<file path="src/rtl/nand_fe_pkg.sv">
package nand_fe_pkg;

  localparam logic [7:0] OPC_RD_MAIN  = 8'h00;
  localparam logic [7:0] OPC_RD_HALF  = 8'h01;
  localparam logic [7:0] OPC_RD_SPARE = 8'h50;
  localparam logic [7:0] OPC_IDENT    = 8'h90;
  localparam logic [7:0] OPC_RESET    = 8'hFF;
  localparam logic [7:0] OPC_PGM_SET  = 8'h80;
  localparam logic [7:0] OPC_PGM_GO   = 8'h10;
  localparam logic [7:0] OPC_ERS_SET  = 8'h60;
  localparam logic [7:0] OPC_ERS_GO   = 8'hD0;
  localparam logic [7:0] OPC_STATUS   = 8'h70;

  typedef enum logic [2:0] {
    OP_READ, OP_IDENT, OP_RESET, OP_PSETUP,
    OP_PCOMMIT, OP_ESETUP, OP_ECOMMIT, OP_STATUS
  } op_e;

  typedef enum logic [1:0] {OFS_ZERO, OFS_HALF, OFS_SPARE} ofs_e;

  typedef enum logic [1:0] {SRC_NONE, SRC_IDENT, SRC_STAT, SRC_ARRAY} src_e;

  typedef struct packed {
    logic known;
    op_e  op;
    ofs_e ofs;
  } dec_t;

endpackage

</file>
<file path="src/rtl/nand_op_decode.sv">
module nand_op_decode
  import nand_fe_pkg::*;
(
  input  logic [7:0] opcode_i,
  output dec_t       dec_o
);

  always_comb begin
    dec_o.known = 1'b1;
    dec_o.op    = OP_READ;
    dec_o.ofs   = OFS_ZERO;
    unique case (opcode_i)
      OPC_RD_MAIN:  dec_o.ofs = OFS_ZERO;
      OPC_RD_HALF:  dec_o.ofs = OFS_HALF;
      OPC_RD_SPARE: dec_o.ofs = OFS_SPARE;
      OPC_IDENT:    dec_o.op  = OP_IDENT;
      OPC_RESET:    dec_o.op  = OP_RESET;
      OPC_PGM_SET:  dec_o.op  = OP_PSETUP;
      OPC_PGM_GO:   dec_o.op  = OP_PCOMMIT;
      OPC_ERS_SET:  dec_o.op  = OP_ESETUP;
      OPC_ERS_GO:   dec_o.op  = OP_ECOMMIT;
      OPC_STATUS:   dec_o.op  = OP_STATUS;
      default:      dec_o.known = 1'b0;
    endcase
  end

endmodule

</file>
<file path="src/rtl/nand_addr_acc.sv">
module nand_addr_acc #(
  parameter int ADDR_BYTES = 3
) (
  input  logic                    clk,
  input  logic                    rst_n,
  input  logic                    clr_i,
  input  logic                    ld_i,
  input  logic [8*ADDR_BYTES-1:0] ld_val_i,
  input  logic                    wr_i,
  input  logic [7:0]              byte_i,
  output logic [7:0]              col_byte_o,
  output logic [8*ADDR_BYTES-9:0] row_next_o,
  output logic [8*ADDR_BYTES-1:0] masked_o,
  output logic [$clog2(ADDR_BYTES+1)-1:0] cnt_o
);

  localparam int ADDR_W = 8 * ADDR_BYTES;
  localparam int CNT_W  = $clog2(ADDR_BYTES + 1);

  logic [ADDR_W-1:0] addr_q, addr_d, addr_wr_val;
  logic [CNT_W-1:0]  cnt_q, cnt_d;

  always_comb begin
    addr_wr_val = addr_q;
    for (int i = 0; i < ADDR_BYTES; i++) begin
      if (cnt_q == CNT_W'(i)) addr_wr_val[i*8 +: 8] = byte_i;
    end
  end

  always_comb begin
    for (int i = 0; i < ADDR_BYTES; i++) begin
      masked_o[i*8 +: 8] = (CNT_W'(i) < cnt_q) ? addr_q[i*8 +: 8] : 8'h00;
    end
  end

  always_comb begin
    addr_d = addr_q;
    cnt_d  = cnt_q;
    if (ld_i) addr_d = ld_val_i;
    if (clr_i) begin
      cnt_d = '0;
    end else if (wr_i) begin
      addr_d = addr_wr_val;
      if (cnt_q != CNT_W'(ADDR_BYTES)) cnt_d = cnt_q + CNT_W'(1);
    end
  end

  always_ff @(posedge clk or negedge rst_n) begin
    if (!rst_n) begin
      addr_q <= '0;
      cnt_q  <= '0;
    end else begin
      addr_q <= addr_d;
      cnt_q  <= cnt_d;
    end
  end

  assign col_byte_o = addr_q[7:0];
  assign row_next_o = addr_wr_val[ADDR_W-1:8];
  assign cnt_o      = cnt_q;


  byte_count_step_chk: assert property (@(posedge clk) disable iff (!rst_n)
    (wr_i && !clr_i && cnt_q < CNT_W'(ADDR_BYTES)) |=> (cnt_q == $past(cnt_q) + CNT_W'(1)));

endmodule

</file>
<file path="src/rtl/nand_resp_unit.sv">
module nand_resp_unit
  import nand_fe_pkg::*;
#(
  parameter int         LEN_W     = 10,
  parameter logic [7:0] MFR_CODE  = 8'h3A,
  parameter logic [7:0] DEV_CODE  = 8'h73,
  parameter logic [7:0] FILL_CODE = 8'hA5,
  parameter logic [7:0] TAIL_CODE = 8'hC0
) (
  input  logic             clk,
  input  logic             rst_n,
  input  logic             clr_i,
  input  logic             ld_stat_i,
  input  logic [7:0]       stat_i,
  input  logic             ld_id_i,
  input  logic             ld_arr_i,
  input  logic [LEN_W-1:0] arr_len_i,
  input  logic             sel_n_i,
  input  logic             rd_i,
  input  logic [7:0]       arr_data_i,
  output logic [7:0]       io_o,
  output logic             arr_next_o
);

  src_e             src_q, src_d;
  logic [LEN_W-1:0] len_q, len_d;
  logic [1:0]       idx_q, idx_d;
  logic [7:0]       snap_q, snap_d;
  logic             active, adv, any_ld;

  assign active = !sel_n_i && (len_q != '0);
  assign adv    = rd_i && active;
  assign any_ld = clr_i || ld_stat_i || ld_id_i || ld_arr_i;

  always_comb begin
    io_o = 8'h00;
    if (active) begin
      unique case (src_q)
        SRC_IDENT: begin
          unique case (idx_q)
            2'd0: io_o = MFR_CODE;
            2'd1: io_o = DEV_CODE;
            2'd2: io_o = FILL_CODE;
            default: io_o = TAIL_CODE;
          endcase
        end
        SRC_STAT:  io_o = snap_q;
        SRC_ARRAY: io_o = arr_data_i;
        default:   io_o = 8'h00;
      endcase
    end
  end

  assign arr_next_o = adv && (src_q == SRC_ARRAY);

  always_comb begin
    src_d  = src_q;
    len_d  = len_q;
    idx_d  = idx_q;
    snap_d = snap_q;
    if (clr_i) begin
      src_d = SRC_NONE;
      len_d = '0;
      idx_d = '0;
    end else if (ld_stat_i) begin
      src_d  = SRC_STAT;
      len_d  = LEN_W'(1);
      snap_d = stat_i;
    end else if (ld_id_i) begin
      src_d = SRC_IDENT;
      len_d = LEN_W'(4);
      idx_d = '0;
    end else if (ld_arr_i) begin
      src_d = SRC_ARRAY;
      len_d = arr_len_i;
    end else if (adv && src_q != SRC_STAT) begin
      len_d = len_q - LEN_W'(1);
      idx_d = idx_q + 2'd1;
    end
  end

  always_ff @(posedge clk or negedge rst_n) begin
    if (!rst_n) begin
      src_q  <= SRC_NONE;
      len_q  <= '0;
      idx_q  <= '0;
      snap_q <= '0;
    end else begin
      src_q  <= src_d;
      len_q  <= len_d;
      idx_q  <= idx_d;
      snap_q <= snap_d;
    end
  end


  stat_repeat_chk: assert property (@(posedge clk) disable iff (!rst_n)
    (src_q == SRC_STAT && rd_i && !any_ld) |=> ($stable(len_q) && $stable(snap_q)));


  ident_len_chk: assert property (@(posedge clk) disable iff (!rst_n)
    (ld_id_i && !clr_i && !ld_stat_i) |=> (len_q == LEN_W'(4) && idx_q == 2'd0));

endmodule

</file>
<file path="src/rtl/nand_front_end.sv">
module nand_front_end
  import nand_fe_pkg::*;
#(
  parameter int         PAGE_BYTES = 512,
  parameter int         ROW_BYTES  = 2,
  parameter logic [7:0] MFR_CODE   = 8'h3A,
  parameter logic [7:0] DEV_CODE   = 8'h73,
  parameter logic [7:0] FILL_CODE  = 8'hA5,
  parameter logic [7:0] TAIL_CODE  = 8'hC0
) (
  input  logic        clk,
  input  logic        rst_n,
  input  logic        chip_sel_n,
  input  logic        cmd_lat,
  input  logic        adr_lat,
  input  logic        wr_prot_n,
  input  logic        wr_stb,
  input  logic        rd_stb,
  input  logic [7:0]  io_in,
  output logic [7:0]  io_out,
  input  logic [7:0]  arr_rdata,
  output logic        arr_next,
  output logic        rd_start,
  output logic        pgm_open,
  output logic        pgm_data_we,
  output logic        pgm_commit,
  output logic        ers_start,
  output logic [$clog2(2*PAGE_BYTES)-1:0] op_col,
  output logic [8*ROW_BYTES-1:0]          op_row,
  output logic        bad_cmd
);

  localparam int SPARE_BYTES = PAGE_BYTES / 32;
  localparam int TOTAL       = PAGE_BYTES + SPARE_BYTES;
  localparam int ADDR_BYTES  = ROW_BYTES + 1;
  localparam int ADDR_W      = 8 * ADDR_BYTES;
  localparam int ROW_W       = 8 * ROW_BYTES;
  localparam int CNT_W       = $clog2(ADDR_BYTES + 1);
  localparam int LEN_W       = $clog2(TOTAL + 1);
  localparam int COL_W       = $clog2(2 * PAGE_BYTES);
  localparam int HALF_OFF    = PAGE_BYTES / 2;

  // reset: asynchronous assertion, synchronous release
  logic [1:0] rst_pipe;
  logic       rst_n_int;
  always_ff @(posedge clk or negedge rst_n) begin
    if (!rst_n) rst_pipe <= 2'b00;
    else        rst_pipe <= {rst_pipe[0], 1'b1};
  end
  assign rst_n_int = rst_pipe[1];

  // strobe qualification
  logic cmd_wr, adr_wr, dat_wr;
  assign cmd_wr = wr_stb && !chip_sel_n && cmd_lat;
  assign adr_wr = wr_stb && !chip_sel_n && adr_lat && !cmd_lat;
  assign dat_wr = wr_stb && !chip_sel_n && !cmd_lat && !adr_lat;

  dec_t dec;
  nand_op_decode u_dec (
    .opcode_i (io_in),
    .dec_o    (dec)
  );

  // address accumulator
  logic              a_clr, a_ld;
  logic [ADDR_W-1:0] a_ldval, a_masked;
  logic [7:0]        a_col;
  logic [ROW_W-1:0]  a_row_next;
  logic [CNT_W-1:0]  a_cnt;

  nand_addr_acc #(.ADDR_BYTES(ADDR_BYTES)) u_addr (
    .clk        (clk),
    .rst_n      (rst_n_int),
    .clr_i      (a_clr),
    .ld_i       (a_ld),
    .ld_val_i   (a_ldval),
    .wr_i       (adr_wr),
    .byte_i     (io_in),
    .col_byte_o (a_col),
    .row_next_o (a_row_next),
    .masked_o   (a_masked),
    .cnt_o      (a_cnt)
  );

  // control state
  op_e              cmd_q, cmd_d;
  logic [COL_W-1:0] off_q, off_d;
  logic [COL_W-1:0] col_q, col_d;
  logic [ROW_W-1:0] row_q, row_d;
  logic [LEN_W-1:0] pbytes_q, pbytes_d;
  logic             wp_q;
  logic             rd_q, rd_d, po_q, po_d, pc_q, pc_d, er_q, er_d, bad_q, bad_d;

  logic             r_clr, r_stat, r_id, r_arr;
  logic [COL_W-1:0] col_calc;
  logic [LEN_W-1:0] arr_len;
  logic             third_byte, pgm_room;
  logic [7:0]       status_byte;

  assign col_calc    = COL_W'(a_col) + off_q;
  assign arr_len     = (col_calc < COL_W'(TOTAL)) ? (LEN_W'(TOTAL) - LEN_W'(col_calc)) : '0;
  assign third_byte  = adr_wr && (a_cnt == CNT_W'(ADDR_BYTES - 1));
  assign pgm_room    = pbytes_q < LEN_W'(TOTAL);
  assign status_byte = {wp_q, 1'b1, 6'b000000};
  assign pgm_data_we = dat_wr && (cmd_q == OP_PSETUP) && pgm_room;

  always_comb begin
    cmd_d    = cmd_q;
    off_d    = off_q;
    col_d    = col_q;
    row_d    = row_q;
    pbytes_d = pbytes_q;
    rd_d     = 1'b0;
    po_d     = 1'b0;
    pc_d     = 1'b0;
    er_d     = 1'b0;
    bad_d    = 1'b0;
    a_clr    = 1'b0;
    a_ld     = 1'b0;
    a_ldval  = '0;
    r_clr    = 1'b0;
    r_stat   = 1'b0;
    r_id     = 1'b0;
    r_arr    = 1'b0;
    if (cmd_wr) begin
      if (!dec.known) begin
        bad_d = 1'b1;
      end else begin
        cmd_d = dec.op;
        a_clr = 1'b1;
        r_clr = (dec.op != OP_STATUS);
        unique case (dec.op)
          OP_READ: begin
            unique case (dec.ofs)
              OFS_HALF:  off_d = COL_W'(HALF_OFF);
              OFS_SPARE: off_d = COL_W'(PAGE_BYTES);
              default:   off_d = '0;
            endcase
          end
          OP_RESET: begin
            cmd_d = OP_READ;
            off_d = '0;
            a_ld  = 1'b1;
          end
          OP_PSETUP:  pbytes_d = '0;
          OP_PCOMMIT: pc_d = wr_prot_n;
          OP_ECOMMIT: begin
            a_ld    = 1'b1;
            a_ldval = ADDR_W'({a_masked, 8'h00});
            er_d    = wr_prot_n;
            if (wr_prot_n) row_d = a_masked[ROW_W-1:0];
          end
          OP_STATUS: r_stat = 1'b1;
          default: ;
        endcase
      end
    end else if (adr_wr) begin
      if (cmd_q == OP_IDENT && a_cnt == '0) r_id = 1'b1;
      if (third_byte && (cmd_q == OP_READ || cmd_q == OP_PSETUP)) begin
        col_d = col_calc;
        row_d = a_row_next;
        off_d = '0;
        if (cmd_q == OP_READ) begin
          rd_d  = 1'b1;
          r_arr = 1'b1;
        end else begin
          po_d = 1'b1;
        end
      end
    end else if (pgm_data_we) begin
      pbytes_d = pbytes_q + LEN_W'(1);
    end
  end

  always_ff @(posedge clk or negedge rst_n_int) begin
    if (!rst_n_int) begin
      cmd_q    <= OP_READ;
      off_q    <= '0;
      col_q    <= '0;
      row_q    <= '0;
      pbytes_q <= '0;
      wp_q     <= 1'b0;
      rd_q     <= 1'b0;
      po_q     <= 1'b0;
      pc_q     <= 1'b0;
      er_q     <= 1'b0;
      bad_q    <= 1'b0;
    end else begin
      cmd_q    <= cmd_d;
      off_q    <= off_d;
      col_q    <= col_d;
      row_q    <= row_d;
      pbytes_q <= pbytes_d;
      wp_q     <= wr_prot_n;
      rd_q     <= rd_d;
      po_q     <= po_d;
      pc_q     <= pc_d;
      er_q     <= er_d;
      bad_q    <= bad_d;
    end
  end

  nand_resp_unit #(
    .LEN_W     (LEN_W),
    .MFR_CODE  (MFR_CODE),
    .DEV_CODE  (DEV_CODE),
    .FILL_CODE (FILL_CODE),
    .TAIL_CODE (TAIL_CODE)
  ) u_resp (
    .clk        (clk),
    .rst_n      (rst_n_int),
    .clr_i      (r_clr),
    .ld_stat_i  (r_stat),
    .stat_i     (status_byte),
    .ld_id_i    (r_id),
    .ld_arr_i   (r_arr),
    .arr_len_i  (arr_len),
    .sel_n_i    (chip_sel_n),
    .rd_i       (rd_stb),
    .arr_data_i (arr_rdata),
    .io_o       (io_out),
    .arr_next_o (arr_next)
  );

  assign rd_start   = rd_q;
  assign pgm_open   = po_q;
  assign pgm_commit = pc_q;
  assign ers_start  = er_q;
  assign bad_cmd    = bad_q;
  assign op_col     = col_q;
  assign op_row     = row_q;


  commit_wp_chk: assert property (@(posedge clk) disable iff (!rst_n_int)
    pc_q |-> $past(wr_prot_n));


  erase_wp_chk: assert property (@(posedge clk) disable iff (!rst_n_int)
    er_q |-> $past(wr_prot_n));


  read_at_third_chk: assert property (@(posedge clk) disable iff (!rst_n_int)
    rd_q |-> (a_cnt == CNT_W'(ADDR_BYTES)));


  bad_op_inert_chk: assert property (@(posedge clk) disable iff (!rst_n_int)
    (cmd_wr && !dec.known) |=> ($stable(cmd_q) && $stable(off_q) && $stable(a_cnt)));

endmodule

</file>
<file path="config.mk">
export PLATFORM = sky130hd
export DESIGN_NAME = nand_front_end
export DESIGN_NICKNAME = d
export VERILOG_FILES = /design/src/rtl/nand_fe_pkg.sv /design/src/rtl/nand_op_decode.sv /design/src/rtl/nand_addr_acc.sv /design/src/rtl/nand_resp_unit.sv /design/src/rtl/nand_front_end.sv
export SDC_FILE = /design/constraint.sdc
export NUM_CORES = 1
export LEC_CHECK = 0
export ABC_AREA = 1
export ABC_CLOCK_PERIOD_IN_PS = 4950
export BUFFER_PORTS_ARGS = -buffer_cell sky130_fd_sc_hd__buf_2
export CORE_AREA = 10 10 132 134
export CTS_CLUSTER_DIAMETER = 80
export CTS_CLUSTER_SIZE = 8
export DETAILED_ROUTE_END_ITERATION = 12
export DIE_AREA = 0 0 142 144
export PLACE_DENSITY = 0.62
export SLEW_MARGIN = 15
export SYNTH_ARGS = -nofsm -noshare
export SYNTH_HDL_FRONTEND = slang
export SYNTH_HIERARCHICAL = 1
export SYNTH_SLANG_ARGS = --single-unit
</file>
<file path="constraint.sdc">
create_clock -name clk -period 4.95 [get_ports clk]
set_input_delay 0.7425 -clock clk [delete_from_list [all_inputs] [get_ports clk]]
set_output_delay 0.7425 -clock clk [all_outputs]
set_load 0.02 [all_outputs]
</file>
Word level (Yosys, flattened, before mapping)
Cells that the tools add are included.
Widths: inputs -> output; s select.
- flip-flop bits (word level): 99
- input bits: 24
- output and inout bits: 41
- word-level logic and storage cells: 193
- add/sub/neg operators: 6
- magnitude comparators: 4
- equal/unequal tests: 37
- muxes and demuxes: 82
- bitwise logic cells: 2
- reduce and logical (&&, ||, !) cells: 43
- operators with widths (kind ; number):
    $mux 10 ; 15
    $mux 24 ; 6
    $mux 16 ; 6
    $mux 8 ; 6
    $pmux 8 s3 ; 2
    $pmux 10 s2 ; 2
    $eq 8x8->1 const B ; 4
    $mux 1 ; 30
    $eq 8x7->1 const B ; 3
    $mux 2 ; 12
    $pmux 3 s7 ; 1
    $lt 10x10->1 const B ; 2
    $logic_and 1x1->1 ; 15
    $add 10x1->10 const B ; 1
    $add 8x10->10 ; 1
    $eq 2x2->1 const B ; 5
    $ne 2x2->1 const B ; 5
    $reduce_bool 10->1 ; 1
    $reduce_bool 2->1 ; 5
    $reduce_or 10->1 ; 1
    $sub 10x1->10 const B ; 1
    $sub 10x10->10 const A ; 1
    $eq 3x2->1 const B ; 3
    $eq 3x3->1 const B ; 3
    other kinds (25) ; 43

Depth between registers and ports, before layout
- depth in word-level cells: 13
- gate-level depth with buffers: 20
- depth with buffers taken out: 20

Modules after synthesis
Netlist, hierarchy kept.
- modules (own cells, without submodules) (module ; times used ; cells each ; area each (sq um) ; sequential area each (sq um)):
    nand_front_end ; 1 ; 385 ; 2702.6 ; 1226.2
    nand_addr_acc ; 1 ; 313 ; 1948.1 ; 650.6
    nand_resp_unit ; 1 ; 220 ; 1602.8 ; 550.5
    nand_op_decode ; 1 ; 50 ; 247.7 ; 0.0

Worst setup path after synthesis
OpenSTA, ideal clock, no wires.
- kind: input-to-reg
- start point: input port wr_stb
- end point: register u_resp.len_q[7]
- library setup time: 0.117 ns
- arrival: 2.581 ns
- data required time: 4.833 ns
- path slack: 2.252 ns
- cell stages on the path: 14
- path buffers: 3
- cell sequence: inv_1 nor2_1 nand3_1 inv_2 nand3_2 buf_4 buf_6 nor2_1 inv_4 buf_6 nor2_1 nor2_1 nand3_2 nand2_1
- cells in the longest elaborated chain, start to end: 12
- elaborated cells on any way between the ends: 18
- those cells by class: mux: 11; reduce/logical: 7
- RTL lines (element ; RTL line ; text):
    start: declaration ; nand_front_end.sv:17 ; input logic wr_stb,
    $logic_and 1x1->1 * (3 in series) ; nand_front_end.sv:55 ; assign adr_wr = wr_stb && !chip_sel_n && adr_lat && !cmd_lat;
    via adr_wr ; nand_front_end.sv:53 ; logic cmd_wr, adr_wr, dat_wr;
    $logic_and 1x1->1 ; nand_front_end.sv:102 ; assign third_byte = adr_wr && (a_cnt == CNT_W'(ADDR_BYTES - 1));
    $logic_and 1x1->1 ; nand_front_end.sv:159 ; if (third_byte && (cmd_q == OP_READ || cmd_q == OP_PSETUP)) begin
    $mux 1 ; nand_front_end.sv:159 ;
    $mux 1 * ; nand_front_end.sv:157 ; end else if (adr_wr) begin
    $mux 1 * ; nand_front_end.sv:125 ; if (cmd_wr) begin
    via r_arr ; nand_front_end.sv:94 ; logic r_clr, r_stat, r_id, r_arr;
    $mux 10 ; nand_resp_unit.sv:73 ; end else if (ld_arr_i) begin
    $mux 10 ; nand_resp_unit.sv:69 ; end else if (ld_id_i) begin
    $mux 10 ; nand_resp_unit.sv:65 ; end else if (ld_stat_i) begin
    $mux 10 ; nand_resp_unit.sv:61 ; if (clr_i) begin
    end signal: assignment ; nand_resp_unit.sv:90 ; len_q <= len_d;
    end: declaration ; nand_resp_unit.sv:26 ; logic [LEN_W-1:0] len_q, len_d;
Mark *: on every way through the listed nets, which the timed path passes. The rest lies on a longest branch.
A chain may end at the register's enable or synchronous reset.

Worst setup path in the final report
- start point: input port chip_sel_n
- end point: register u_resp.len_q[7]
- elaborated cells on any way between the ends: 22
- those cells by class: mux: 11; reduce/logical: 11
- RTL lines (element ; RTL line ; text):
    start: declaration ; nand_front_end.sv:13 ; input logic chip_sel_n,
    $logic_not 1->1 * ; nand_front_end.sv:54 ; assign cmd_wr = wr_stb && !chip_sel_n && cmd_lat;
    $logic_and 1x1->1 * (2 in series) ; nand_front_end.sv:54 ;
    $mux 1 * ; nand_front_end.sv:125 ;
    via r_stat ; nand_front_end.sv:94 ;
    $mux 10 ; nand_resp_unit.sv:65 ;
    $mux 10 ; nand_resp_unit.sv:61 ;
Marked as above.

==> reports/qor.yml <==
clocking:
  cts-resized-gates: 0
  clock_tree.buffer_depth: 2
  cts_setup_buffers: 0
  cts.sink_count: 97
  cts_htree_levels: 3
  clock_latency_ns: 0.36
  clkTransAtPathRegs_ns: 0.07
  postCtsHoldBufs: 0
  numCtsBuffers: 9
  clockRootBuffer: "sky130_fd_sc_hd__clkbuf_16"
  cts_tree: "done"
worst_setup_path:
  r2r_slack_ns: 2.23
  number_of_buffer_and_inverter_stages_on_the_critical_path: 7
  critical_path_class: "in -> reg"
  cell_repeated_most_along_the_worst_path: "sky130_fd_sc_hd__nand2_1"
  category_of_the_worst_setup_path_launch_point: "input port"
  worst_path_dominant_cell_family: "simple AND/OR/NAND/NOR gates"
  critical_path.max_stage_delay_ns: 0.54
  endpoint_kind: "register"
  worst_ep_arrival_time_ns: 3.56
  timing.critical_path.slowest_stage_cell: "sky130_fd_sc_hd__inv_2"
  worstPathMaxFanout: 23
  critPathRequiredTime_ns: 5.20
  path_cells: "buf_2, clkinv_1, nand3_2, inv_2, nand2_1, inv_1, nand2_1, nor2_1, nor2_2, inv_2, nor2_4, inv_4, nor2_8, nand2_4, inv_2, nand2_1, nand2_1"
timing:
  final.period_utilization_pct: 67.0
  setup_failing_eps_final: 0
  min_period_ns: 3.32
  final_worst_slack_ns: 1.63
  max_freq_mhz: 302
  slew_viol_final: 0
  unrepaired_setup_endpoints_after_global_routing: "no"
  final.setup.tns_ns: 0
  report.final.hold_viol_count: 0
  finClkSkew_ns: 0.0117
  worst-slew-pin-transition_ns: 0.888
  max-slew-margin-rel_pct: 40.6
routing:
  viasPerCell: 4.79
  detailedRoute.firstPassIterationCount: 6
  dr_total_vias: 5765
  postRouteAntennaNets: 0
  drt_first_iter_violations: 418
  detail_route.wirelength_mm: 15.9
  route.detailed.drc: 0
  route.detailed.wl_per_inst_um: 13.2
cells_and_area:
  mostFrequentLayoutCell: "sky130_fd_sc_hd__nand2_1"
  post_route_cells_drive_above_1_share_pct: 15.4
  count_of_nets_after_finishing: 1046
  layout_common_cells: "sky130_fd_sc_hd__nand2_1, sky130_fd_sc_hd__inv_1, sky130_fd_sc_hd__dfrtp_1, sky130_fd_sc_hd__nor2_1, sky130_fd_sc_hd__nand3_1"
  fin_area_um2: 7110
  final_cell_count_no_fill: 1203
  syn2layout_area_growth_pct: 10.5
  insertedDiodeCount: 0
  postLayoutCoreUtil_pct: 47.9
place:
  port_buffers: 64
  detailedPlace.worstSlack_ns: 1.29
  dpl_cell_area_um2: 6840
  placed_cells_incl_taps: 1187
  dp_hpwl_mm: 11.7
  globalplace.congestion: 0.856
die:
  die-width_um: 142
  fp.dieArea_um2: 20400
  floorplan.initialDensity_pct: 43.3
  design.portCount: 65
  core_area_um2: 14900
  std_cell_rows: 45
  dieHeight_um: 144
global_route:
  pin_count_of_the_biggest_net_entering_global_routing: 53
  grt_antenna_before_repair: 0
  first_global_vias: 5513
  groute.usage.overall_pct: 16.0
  grt_pass1_wl_mm: 27.0
  grt_remaining_overflow: 0
pwr:
  cellPowerDensity_nw_per_um2: 393
  p_leak_nw: 4.02
  ir_drop_mv: 0.182
synth:
  synthCells: 952
  yosysWarningCount: 6
  postSynthAreaPerCell_um2: 6.77
  syn-cell-area_um2: 6440
hold_path:
  type_of_the_most_critical_hold_path: "in -> async"
status:
  run_status: "finished clean"
job:
  cap_violations: 0
[per-stage QoR]
step	total power [mW]	hold slack (ns)
floorplan	1.94	0.331
global placement	2.13	0.334
detailed placement	2.14	0.339
CTS	2.82	0.154
global route	3.05	0.157
finish	2.80	0.158
[layout make-up]
| class | count | area, um^2 |
|---|---|---|
| fillers | 1554 | 7750 |
| multi-input cells | 708 | 3350 |
| flip-flops and latches | 97 | 2430 |
| inverters | 127 | 482 |
| repair buffers | 67 | 343 |
| clock buffers | 12 | 246 |
| well taps | 188 | 235 |
| clock inverters | 4 | 26.3 |
[worst reg2reg max path, delay by kind of cell, from the launching register on]
family	cells	cell delay, ns
simple gates	5	1.05
flops	1	0.63
buf+inv	3	0.58
compound gates	2	0.37
[metal layers]
layer  vias to the layer above  GRT usage, %  share of wire, %
met2                        97          25.9                47
met1                      2597          21.0                48
li1                       3053             -                 -
met5                         -             0                 0
met3                        18          3.05               3.8
met4                         0          5.22               1.6
[path summary, 6_finish.rpt]
kind                       cells after the start                          end                        start
setup / recovery                              17  u_resp/len_q[7]$_DFFE_PN0P_                   chip_sel_n
hold / removal                                 1        rst_pipe[1]$_DFF_PN0_                        rst_n
setup reg to reg                              10  u_resp/len_q[6]$_DFFE_PN0P_  u_addr/cnt_o[1]$_DFFE_PN0P_
hold reg to reg                                0        rst_pipe[1]$_DFF_PN0_        rst_pipe[0]$_DFF_PN0_
max in group asynchronous                      1      pbytes_q[5]$_DFFE_PN0P_        rst_pipe[1]$_DFF_PN0_
min in group clk                               0        rst_pipe[1]$_DFF_PN0_        rst_pipe[0]$_DFF_PN0_
[registers in the layout, indices dropped and copies added (netlist names), 3 cells and up]
register and count:
u_addr/addr_q 24, u_resp/snap_q 8, pbytes_q 10, u_resp/len_q 10, op_col 10, op_row 16, cmd_q 3
[power breakdown]
group          switching [mW]  total, mW  internal, mW  leakage, nW
Combinational           0.656       1.01         0.355         2.63
Clock                   0.314      0.669         0.355        0.133
Sequential              0.172       1.12         0.945         1.26
Note: power is estimated with default switching activity, not from simulation.
